==> config.mk <==
export PLATFORM = sky130hd
export DESIGN_NAME = mac_engine
export DESIGN_NICKNAME = d
export VERILOG_FILES = /design/src/rtl/mac_pkg.sv /design/src/rtl/mac_matrix_store.sv /design/src/rtl/mac_compute.sv /design/src/rtl/mac_engine.sv
export SDC_FILE = /design/constraint.sdc
export NUM_CORES = 2
export LEC_CHECK = 0
export CAP_MARGIN = 20
export CORE_UTILIZATION = 52
export DETAILED_ROUTE_END_ITERATION = 8
export GPL_ROUTABILITY_DRIVEN = 1
export HOLD_SLACK_MARGIN = 0.12
export PLACE_DENSITY = 0.79
export SETUP_SLACK_MARGIN = 0.15
export SLEW_MARGIN = 20
export SYNTH_ARGS = -nofsm -noshare
export SYNTH_HDL_FRONTEND = slang
export SYNTH_SLANG_ARGS = --single-unit
==> constraint.sdc <==
create_clock -name clk -period 10 [get_ports clk]
set_input_delay 2 -clock clk [delete_from_list [all_inputs] [get_ports clk]]
set_output_delay 2 -clock clk [all_outputs]
set_load 0.02 [all_outputs]
==> src/rtl/mac_pkg.sv <==
package mac_pkg;
    typedef enum logic [1:0] {
        OP_LOAD_A   = 2'd0,
        OP_LOAD_B   = 2'd1,
        OP_STORE_C  = 2'd2,
        OP_MULT_ACC = 2'd3
    } mac_op_e;
endpackage

==> src/rtl/mac_matrix_store.sv <==
// Register-based matrix storage with one write port, NRD read ports and a
// pending bit per element that a producer sets in bulk and clears per write.
module mac_matrix_store #(
    parameter int W   = 16,
    parameter int N   = 16,
    parameter int NRD = 1,
    parameter int IW  = $clog2(N)
) (
    input  logic                     clk,
    input  logic                     rst_n,
    input  logic                     set_all,
    input  logic                     we,
    input  logic [IW-1:0]            waddr,
    input  logic [W-1:0]             wdata,
    input  logic                     wclr,
    input  logic [NRD-1:0][IW-1:0]   raddr,
    output logic [NRD-1:0][W-1:0]    rdata,
    output logic [NRD-1:0]           rpend
);
    typedef struct packed {
        logic [N-1:0][W-1:0] mem;
        logic [N-1:0]        pend;
    } store_t;

    store_t st_d, st_q;

    always_comb begin
        st_d = st_q;
        if (set_all) begin
            st_d.pend = '1;
        end
        if (we) begin
            st_d.mem[waddr] = wdata;
            if (wclr) begin
                st_d.pend[waddr] = 1'b0;
            end
        end
    end

    always_ff @(posedge clk) begin
        if (!rst_n) begin
            st_q <= '0;
        end else begin
            st_q <= st_d;
        end
    end

    for (genvar r = 0; r < NRD; r++) begin : g_rd
        assign rdata[r] = st_q.mem[raddr[r]];
        assign rpend[r] = st_q.pend[raddr[r]];
    end
endmodule

==> src/rtl/mac_compute.sv <==
// Triple-loop multiply-accumulate sequencer: one step per cycle over i, j, k,
// stalling while either operand element is still pending.
module mac_compute #(
    parameter int K  = 4,
    parameter int DW = 16,
    parameter int CW = 32,
    parameter int LK = $clog2(K)
) (
    input  logic            clk,
    input  logic            rst_n,
    input  logic            start,
    input  logic [DW-1:0]   a_data,
    input  logic            a_pend,
    input  logic [DW-1:0]   b_data,
    input  logic            b_pend,
    input  logic [CW-1:0]   c_data,
    output logic            busy,
    output logic [2*LK-1:0] a_addr,
    output logic [2*LK-1:0] b_addr,
    output logic [2*LK-1:0] c_addr,
    output logic            c_we,
    output logic [CW-1:0]   c_wdata,
    output logic            c_last
);
    localparam int SW = 3 * LK;

    typedef struct packed {
        logic          busy;
        logic [SW-1:0] step;
    } cmp_t;

    cmp_t cq, cd;

    logic [LK-1:0] idx_i, idx_j, idx_k;
    logic [CW-1:0] a_ext, b_ext, prod;
    logic          go;

    assign idx_i  = cq.step[3*LK-1:2*LK];
    assign idx_j  = cq.step[2*LK-1:LK];
    assign idx_k  = cq.step[LK-1:0];
    assign a_addr = {idx_i, idx_k};
    assign b_addr = {idx_j, idx_k};
    assign c_addr = {idx_i, idx_j};

    assign a_ext   = {{(CW-DW){a_data[DW-1]}}, a_data};
    assign b_ext   = {{(CW-DW){b_data[DW-1]}}, b_data};
    assign prod    = a_ext * b_ext;
    assign go      = cq.busy && !a_pend && !b_pend;
    assign c_we    = go;
    assign c_wdata = c_data + prod;
    assign c_last  = (idx_k == LK'(K-1));
    assign busy    = cq.busy;

    always_comb begin
        cd = cq;
        if (start) begin
            cd.busy = 1'b1;
            cd.step = '0;
        end else if (go) begin
            cd.step = cq.step + SW'(1);
            if (&cq.step) begin
                cd.busy = 1'b0;
            end
        end
    end

    always_ff @(posedge clk) begin
        if (!rst_n) begin
            cq <= '0;
        end else begin
            cq <= cd;
        end
    end
endmodule

==> src/rtl/mac_engine.sv <==
// Command dispatch, load sequencer and store sequencer around three matrix
// stores and the compute sequencer.
module mac_engine
    import mac_pkg::*;
#(
    parameter int K    = 4,
    parameter int DW   = 16,
    parameter int CW   = 32,
    parameter int FRAC = 8
) (
    input  logic          clk,
    input  logic          rst_n,
    input  logic          cmd_valid,
    output logic          cmd_ready,
    input  logic [1:0]    cmd_op,
    input  logic          in_valid,
    output logic          in_ready,
    input  logic [DW-1:0] in_data,
    output logic          out_valid,
    input  logic          out_ready,
    output logic [DW-1:0] out_data
);
    localparam int KK = K * K;
    localparam int IW = $clog2(KK);

    typedef struct packed {
        logic          ld_busy;
        logic          ld_sel_b;
        logic [IW-1:0] ld_idx;
        logic          st_busy;
        logic [IW-1:0] st_idx;
    } seq_t;

    seq_t q, d;

    mac_op_e op;
    logic    accept, fire, in_fire, out_fire;
    logic    is_load, a_set, b_set, c_set;
    logic    cmp_busy, st_busy, c_we, c_last;
    logic    a_rpend, b_rpend;
    logic    unused_bits;

    logic [IW-1:0]         a_addr, b_addr, c_addr;
    logic [DW-1:0]         a_rd, b_rd;
    logic [1:0][CW-1:0]    c_rd;
    logic [1:0]            c_rpend;
    logic [CW-1:0]         c_wdata;

    assign op = mac_op_e'(cmd_op);

    always_comb begin
        case (op)
            OP_LOAD_A, OP_LOAD_B: accept = !q.ld_busy && !cmp_busy;
            OP_STORE_C:           accept = !q.st_busy;
            default:              accept = !cmp_busy && !q.st_busy;
        endcase
    end

    assign cmd_ready = accept;
    assign fire      = cmd_valid && accept;
    assign is_load   = (op == OP_LOAD_A) || (op == OP_LOAD_B);
    assign a_set     = fire && (op == OP_LOAD_A);
    assign b_set     = fire && (op == OP_LOAD_B);
    assign c_set     = fire && (op == OP_MULT_ACC);

    assign in_ready  = q.ld_busy;
    assign in_fire   = in_valid && q.ld_busy;
    assign out_valid = q.st_busy && !c_rpend[1];
    assign out_fire  = out_valid && out_ready;
    assign out_data  = c_rd[1][FRAC +: DW];
    assign st_busy   = q.st_busy;

    assign unused_bits = ^{c_rd[1][CW-1:FRAC+DW], c_rd[1][FRAC-1:0], c_rpend[0]};

    always_comb begin
        d = q;
        if (fire && is_load) begin
            d.ld_busy  = 1'b1;
            d.ld_sel_b = cmd_op[0];
            d.ld_idx   = '0;
        end else if (in_fire) begin
            d.ld_idx = q.ld_idx + IW'(1);
            if (q.ld_idx == IW'(KK-1)) begin
                d.ld_busy = 1'b0;
            end
        end
        if (fire && (op == OP_STORE_C)) begin
            d.st_busy = 1'b1;
            d.st_idx  = '0;
        end else if (out_fire) begin
            d.st_idx = q.st_idx + IW'(1);
            if (q.st_idx == IW'(KK-1)) begin
                d.st_busy = 1'b0;
            end
        end
    end

    always_ff @(posedge clk) begin
        if (!rst_n) begin
            q <= '0;
        end else begin
            q <= d;
        end
    end

    mac_matrix_store #(.W(DW), .N(KK), .NRD(1)) i_store_a (
        .clk     (clk),
        .rst_n   (rst_n),
        .set_all (a_set),
        .we      (in_fire && !q.ld_sel_b),
        .waddr   (q.ld_idx),
        .wdata   (in_data),
        .wclr    (1'b1),
        .raddr   (a_addr),
        .rdata   (a_rd),
        .rpend   (a_rpend)
    );

    mac_matrix_store #(.W(DW), .N(KK), .NRD(1)) i_store_b (
        .clk     (clk),
        .rst_n   (rst_n),
        .set_all (b_set),
        .we      (in_fire && q.ld_sel_b),
        .waddr   (q.ld_idx),
        .wdata   (in_data),
        .wclr    (1'b1),
        .raddr   (b_addr),
        .rdata   (b_rd),
        .rpend   (b_rpend)
    );

    mac_matrix_store #(.W(CW), .N(KK), .NRD(2)) i_store_c (
        .clk     (clk),
        .rst_n   (rst_n),
        .set_all (c_set),
        .we      (c_we),
        .waddr   (c_addr),
        .wdata   (c_wdata),
        .wclr    (c_last),
        .raddr   ({q.st_idx, c_addr}),
        .rdata   (c_rd),
        .rpend   (c_rpend)
    );

    mac_compute #(.K(K), .DW(DW), .CW(CW)) i_compute (
        .clk     (clk),
        .rst_n   (rst_n),
        .start   (c_set),
        .a_data  (a_rd),
        .a_pend  (a_rpend),
        .b_data  (b_rd),
        .b_pend  (b_rpend),
        .c_data  (c_rd[0]),
        .busy    (cmp_busy),
        .a_addr  (a_addr),
        .b_addr  (b_addr),
        .c_addr  (c_addr),
        .c_we    (c_we),
        .c_wdata (c_wdata),
        .c_last  (c_last)
    );
endmodule

Word-level counts from Yosys, hierarchy flattened

Index checks and enable logic that the tools add are counted.

Input port bits: 23
Output and inout port bits: 19
Register bits after elaboration: 1090

Add/subtract/negate cells: 4
Reduce and logical (&&, ||, !) cells: 40
Equality and inequality tests: 6
Magnitude comparators: 7
$mul: 1
Bitwise gates (word level): 6
Mux-type cells: 42

Operator list:

| operator                                                   | number |
|---|---|
| bitwise mux 256 bit                                        | 2 |
| bitwise mux 512 bit                                        | 1 |
| binary-select mux 32 bit (select 4 bit)                    | 2 |
| 2-to-1 mux 16 bit                                          | 10 |
| binary-select mux 16 bit (select 4 bit)                    | 2 |
| demux 32 bit (select 4 bit)                                | 1 |
| demux 16 bit (select 4 bit)                                | 1 |
| 2-to-1 mux 32 bit                                          | 2 |
| bitwise AND 16 bit                                         | 3 |
| adder 32 bit                                               | 1 |
| multiplier 16 x 16 -> 32 bit                               | 1 |
| NOT 16 bit                                                 | 2 |
| less-than comparator 4 x 5 -> 1 bit, second input constant | 5 |
| 2-to-1 mux 24 bit                                          | 1 |
| logical AND 1 bit                                          | 17 |
| 2-to-1 mux 7 bit                                           | 2 |
| binary-select mux 1 bit (select 4 bit)                     | 3 |
| nonzero test 2 bit                                         | 6 |
| 2-to-1 mux 1 bit                                           | 10 |
| 2-to-1 mux 5 bit                                           | 2 |
| adder 4 x 1 -> 4 bit, second input constant                | 2 |
| demux 1 bit (select 4 bit)                                 | 2 |
| == test 4 bit, second input constant                       | 2 |
| >= comparator 4 x 1 -> 1 bit, second input constant        | 2 |
| other kinds (11)                                           | 24 |

Longest topological paths before layout

Word-level depth: 9
Mapped depth: 36
Mapped depth without buffers: 27

Cells and area by module

From an unflattened synthesis, not the netlist that was laid out.

Cell total of the unflattened synthesis: 7166
Area, all modules: 66991.8 µm²

By module, submodules not included:

| module                        | area each (µm²) | cells an instance | seq. area each (µm²) | instances |
|---|---|---|---|---|
| mac_matrix_store at i_store_c | 29097.9         | 3028              | 10570.1              | 1 |
| mac_matrix_store at i_store_a | 13007.5         | 1416              | 5445.2               | 1 |
| mac_matrix_store at i_store_b | 13006.2         | 1416              | 5445.2               | 1 |
| mac_compute                   | 11349.6         | 1244              | 140.1                | 1 |
| mac_engine                    | 530.5           | 62                | 220.2                | 1 |

Worst setup path before layout

Ideal clock, no wire load.

Kind: reg-to-reg
From: reg i_compute.cq, in the netlist i_compute.a_addr[0]
To: reg i_store_c.st_q[165] in the netlist's numbering
Path slack: 1180 ps
Data required time: 9885 ps
Data arrival time: 8705 ps
Cell stages (with the launch flop): 30
Cells stage by stage: dfxtp_1 buf_6 buf_6 buf_6 buf_6 buf_6 buf_2 buf_1 mux4_2 mux2_2 o21ai_1 nor2_1 fa_1 inv_1 fa_1 fa_1 inv_1 fa_1 fa_1 inv_1 fa_1 inv_1 ha_1 a21o_1 a221oi_1 a21oi_1 nor4_1 clkbuf_1 o31ai_1 and2_1

Word-level cells in the longest chain between the ends: 5
Elaborated cells between the ends (all ways): 15

RTL lines:

| item                                                                                                     | RTL line                                       | source |
|---|---|---|
| from (decl)                                                                                              | mac_compute.sv:32                              | `cmp_t cq, cd;` |
| from (signal assigned)                                                                                   | mac_compute.sv:69                              | `cq <= '0;` |
| from (signal assigned)                                                                                   | mac_compute.sv:71                              | `cq <= cd;` |
| binary-select mux 16 bit (select 4 bit) / binary-select mux 1 bit (select 4 bit) (equally long branches) | mac_matrix_store.sv:49, mac_matrix_store.sv:50 |  |
| 2-to-1 mux 16 bit (implied by the code) / 2-to-1 mux 1 bit (equally long branches)                       | mac_matrix_store.sv:49, mac_matrix_store.sv:50 |  |
| multiplier 16 x 16 -> 32 bit / zero test 1 bit (equally long branches)                                   | mac_compute.sv:47, mac_compute.sv:48           |  |
| adder 32 bit / logical AND 1 bit (equally long branches)                                                 | mac_compute.sv:50, mac_compute.sv:48           |  |
| bitwise mux 512 bit / logical AND 1 bit (equally long branches)                                          | mac_matrix_store.sv:33, mac_compute.sv:48      |  |
| to (signal assigned)                                                                                     | mac_matrix_store.sv:44                         | `st_q <= st_d;` |
| to (decl)                                                                                                | mac_matrix_store.sv:25                         | `store_t st_d, st_q;` |

Parallel ways exist; a longest one is shown, timed or not. The select of a mux whose other input is x is not followed.
A chain may end at the register's enable or synchronous reset.

Worst setup path after layout

From: reg i_compute.cq, in the netlist i_compute.a_addr[0]
To: reg i_store_c.st_q[39] in the netlist's numbering

Same word-level chain as after synthesis.

==> metrics.md <==
| Metric | Value |
|---|---|
| Top post-synthesis cells by area | dfxtp_1, mux4_2, nand2_1 |
| Clock H-tree levels | 3 |
| Final Power | 7.97 mW |
| Data arrival, critical path | around 9600 ps |
| Flop and latch count out of synthesis | 962 |
| Leading area contributor after synthesis | dfxtp_1 |
| Relative slew slack | 0.213 |
| Final routed DRC violation total | 0 |
| Cell total after placement | between 6,000 and 7,000 |
| Initial antenna violation count | 0 |
| Most used DFF post-synth | dfxtp_1 |
| Area of the core | roughly 100,000 um^2 |
| Clock root buffer | clkbuf_16 |
| Clock slew seen by the registers of the worst setup and hold paths | around 60 ps |
| Layout cell share with drive strength beyond 1 | 0.126 |
| Standard-cell row count | about 120 |
| Post-detailed-route via-to-cell ratio | a little over 6 |
| Post-cts sizing count | 0 |
| Leak | about 20 nW |
| Highest cell delay on the worst timing path | roughly 740 ps |
| Share of the yosys chip area belonging to registers | 0.364 |
| Final Core Density | 0.573 |
| Total track usage | 0.299 |
| Effective utilization at floorplan | 0.527 |
| Most frequent cell on the critical path | fa_1 |
| Final max-slew violation count | 0 |
| Number of warnings printed during yosys synthesis | 0 |
| Synth async-reset ratio | 0 |
| Detailed Place HPWL | around 95 mm |
| Netlist cell types | 60 |
| Overall overflow remaining after global route | 0 |
| Maximum fanout count along the critical path | 27 |
| Largest net degree at the start of global routing | between 200 and 300 |
| Endpoint type of the worst setup path | flip-flop |
| Cell with the biggest individual delay on the critical path | a22oi_1 |
| Die W | 321 um |
| Die area | around 100,000 um^2 |
| Crit Path Class | reg2reg |
| Final RePlAce weighted congestion | 0.947 |
| Status | finished clean |
| Startpoint type of the worst setup path | flip-flop |
| DRC violation total after the first TritonRoute iteration | ~5,100 |
| Synth Cell Area | ~53,000 um^2 |
| Post-detailed-route wirelength per cell | 22.2 um |
| Switching share of power | 0.228 |
| Clock Power Share | 0.477 |
| Gate family responsible for the most delay along the worst path | adder cells |
| Setup Buffers After CTS | 0 |
| Worst clock skew on the final layout | ~56 ps |
| Vias in the first global route | 41,800 |
| Number of max-cap violations | 0 |
| Filler-free cell count of the finished design | a little under 7,000 |
| Inserted Clock Buffers | 96 |
| Number of buffer and inverter stages on the critical path | 4 |
| Logic pwr share | 0.039 |
| DIE HEIGHT | ~320 um |
| Top cell type's share of synthesized area | 0.364 |
| Diode insertion count for antenna repair | 0 |
| Most frequent standard cell in the layout excluding fill and tap cells | nand2_1 |
| Commonest non-fill, non-tap cells in the layout | nand2_1, dfxtp_1, a21boi_0, mux4_2, inv_1 |
| Chain of cells forming the critical path | buf_4 > mux4_2 > a22oi_1 > nand2_1 > nand2_1 > fa_1 > fa_1 > inv_1 > fa_1 > fa_1 > fa_1 > inv_1 > fa_1 > inv_1 > ha_1 > a21o_1 > a221oi_1 > a21oi_1 > nor3_1 > or4_1 > a31oi_1 |
| Worst Max-Slew Pin Slew | 1180 ps |
| Worst-Skew Late Latency | about 720 ps |
| Post-Syn Nets | 6,028 |
| Count of input and output buffers | 41 |
| Fraction of power consumed by sequential logic | 0.484 |
| Total negative setup slack | 0 ps |
| Portion of the clock cycle consumed by the worst path in the final layout | 0.907 |
| Area growth from synthesis to layout | 8.79% |
| Total vias in the final route | 42,000 |
| Total number of clock tree sinks | 962 |
| Cells after synthesis | 5,709 |
| Average size of a mapped cell | 9.27 um^2 |
| Number of nets with antenna violations after routing | 0 |
| WP data required | around 11,000 ps |
| Net switching power | between 1.5 and 2 mW |
| DRT Wirelength | ~150 mm |
| Largest buffer count on any clock path | 3 |
| Maximum resistive drop on vdd | 0.136 mV |
| TritonCTS clock tree | yes |
| Detailed Routing Iterations Pass 1 | 6 |
| Wire length of the first global-routing pass | ~240 mm |
| Top achievable clock speed | 110 MHz |
| Final setup violating endpoints | 0 |
| Count of flip-flops with a built-in enable after synthesis | 0 |
| Int Pwr | 6.16 mW |
| Period minus WS final | between 9000 and 10,000 ps |
| Worst min path class | reg2reg |
| Total count of hold-check failures in the final report | 0 |
| Count of hold-fix buffers inserted at cts | 0 |
| RSZ-0062 raised after global routing | false |
| Pwr Density | between 100 and 150 nW/um^2 |
| Top-Level Pins | 42 |
| Post-layout net count | slightly below 6,000 |
==> per-layer routing <==
metal | GRT usage | vias up | part of all wire
met5 | 0 | - | 0
met4 | 0.147 | 0 | 0.052
met3 | 0.0620 | 495 | 0.11
met2 | 0.473 | 2332 | 0.46
met1 | 0.389 | 20500 | 0.38
li1 | - | 18700 | -
==> through the flow <==
| step | setup WS [ps] | hold WS [ps] | cell area [um^2] |
|---|---|---|---|
| 6_report | 925 | 454 | 57600 |
| 4_1_cts | 1040 | 453 | 57500 |
| 3_5_place_dp | 1130 | 444 | 54200 |
| 3_3_place_gp | 1300 | 434 | 54200 |
| 5_1_grt | 356 | 466 | 57600 |
| 2_1_floorplan | 1180 | 428 | 52900 |
==> power by group through the flow <==
stage               registers (mW)  logic, mW  clock network (mW)
floorplan                     3.94      0.213                   0
global placement              3.94      0.297                   0
detailed placement            3.94      0.300                   0
CTS                           3.86      0.301                3.82
global route                  3.86      0.322                3.97
finish                        3.86      0.309                3.80
==> logic make-up after synthesis <==
logic type	share of synthesized area
mux	0.157
compound gates	0.148
xor+xnor	0.00828
flops	0.364
fa+ha+maj	0.0997
buf+inv	0.0589
simple gates	0.164
==> cell usage after synthesis (all sizes together), types with 36 or more instances <==
library cell / instances
a21oi: 36
buf: 84
a21boi: 708
clkbuf: 386
inv: 316
nand2: 1703
nand3: 100
nor2: 161
mux4: 348
o211a: 65
fa: 209
dfxtp: 962
ha: 87
and2: 112
o21ai: 176
==> sequential cells by signal, indices dropped and copies added, names as in the netlist <==
register / flops
i_compute.b_addr: 2
i_store_c.st_q: 400
i_store_a.st_q: 272
i_compute.a_addr: 4
i_compute.busy: 1
in_ready: 1
q: 9
st_busy: 1
i_store_b.st_q: 272
==> worst reg2reg max path, cell delays in order (launching register included) <==
cell and delay [ps]:
dfxtp_4 550, buf_4 560, mux4_2 630, a22oi_1 740, nand2_1 460, nand2_1 220
fa_1 460, fa_1 550, inv_1 50, fa_1 450, fa_1 510, fa_1 510
inv_1 60, fa_1 470, inv_1 40, ha_1 340, a21o_1 200, a221oi_1 450
a21oi_1 200, nor3_1 530, or4_1 730, a31oi_1 200
==> area by class of cell <==
cell class / count / area [um^2]
Inverter: 316 / 1190
Fill cell: 8367 / 42900
Clock buffer: 150 / 2960
Multi-Input combinational cell: 3961 / 30600
Clock inverter: 29 / 379
Tap cell: 1357 / 1700
Sequential cell: 962 / 19300
Timing Repair Buffer: 161 / 1410
==> final timing paths <==
kind	from	endpoint	slack, ps	cells after the start
worst max-delay path	i_compute.a_addr[0]$_SDFFE_PP0P_	i_store_c.st_q[39]$_SDFFE_PN0P_	930	21
worst min-delay path	i_store_c.st_q[311]$_SDFFE_PN0P_	i_store_c.st_q[311]$_SDFFE_PN0P_	450	2
worst max register to register	i_compute.a_addr[0]$_SDFFE_PP0P_	i_store_c.st_q[39]$_SDFFE_PN0P_	930	21
worst min register to register	i_store_c.st_q[311]$_SDFFE_PN0P_	i_store_c.st_q[311]$_SDFFE_PN0P_	450	2
(Power assumes the default switching activity.)
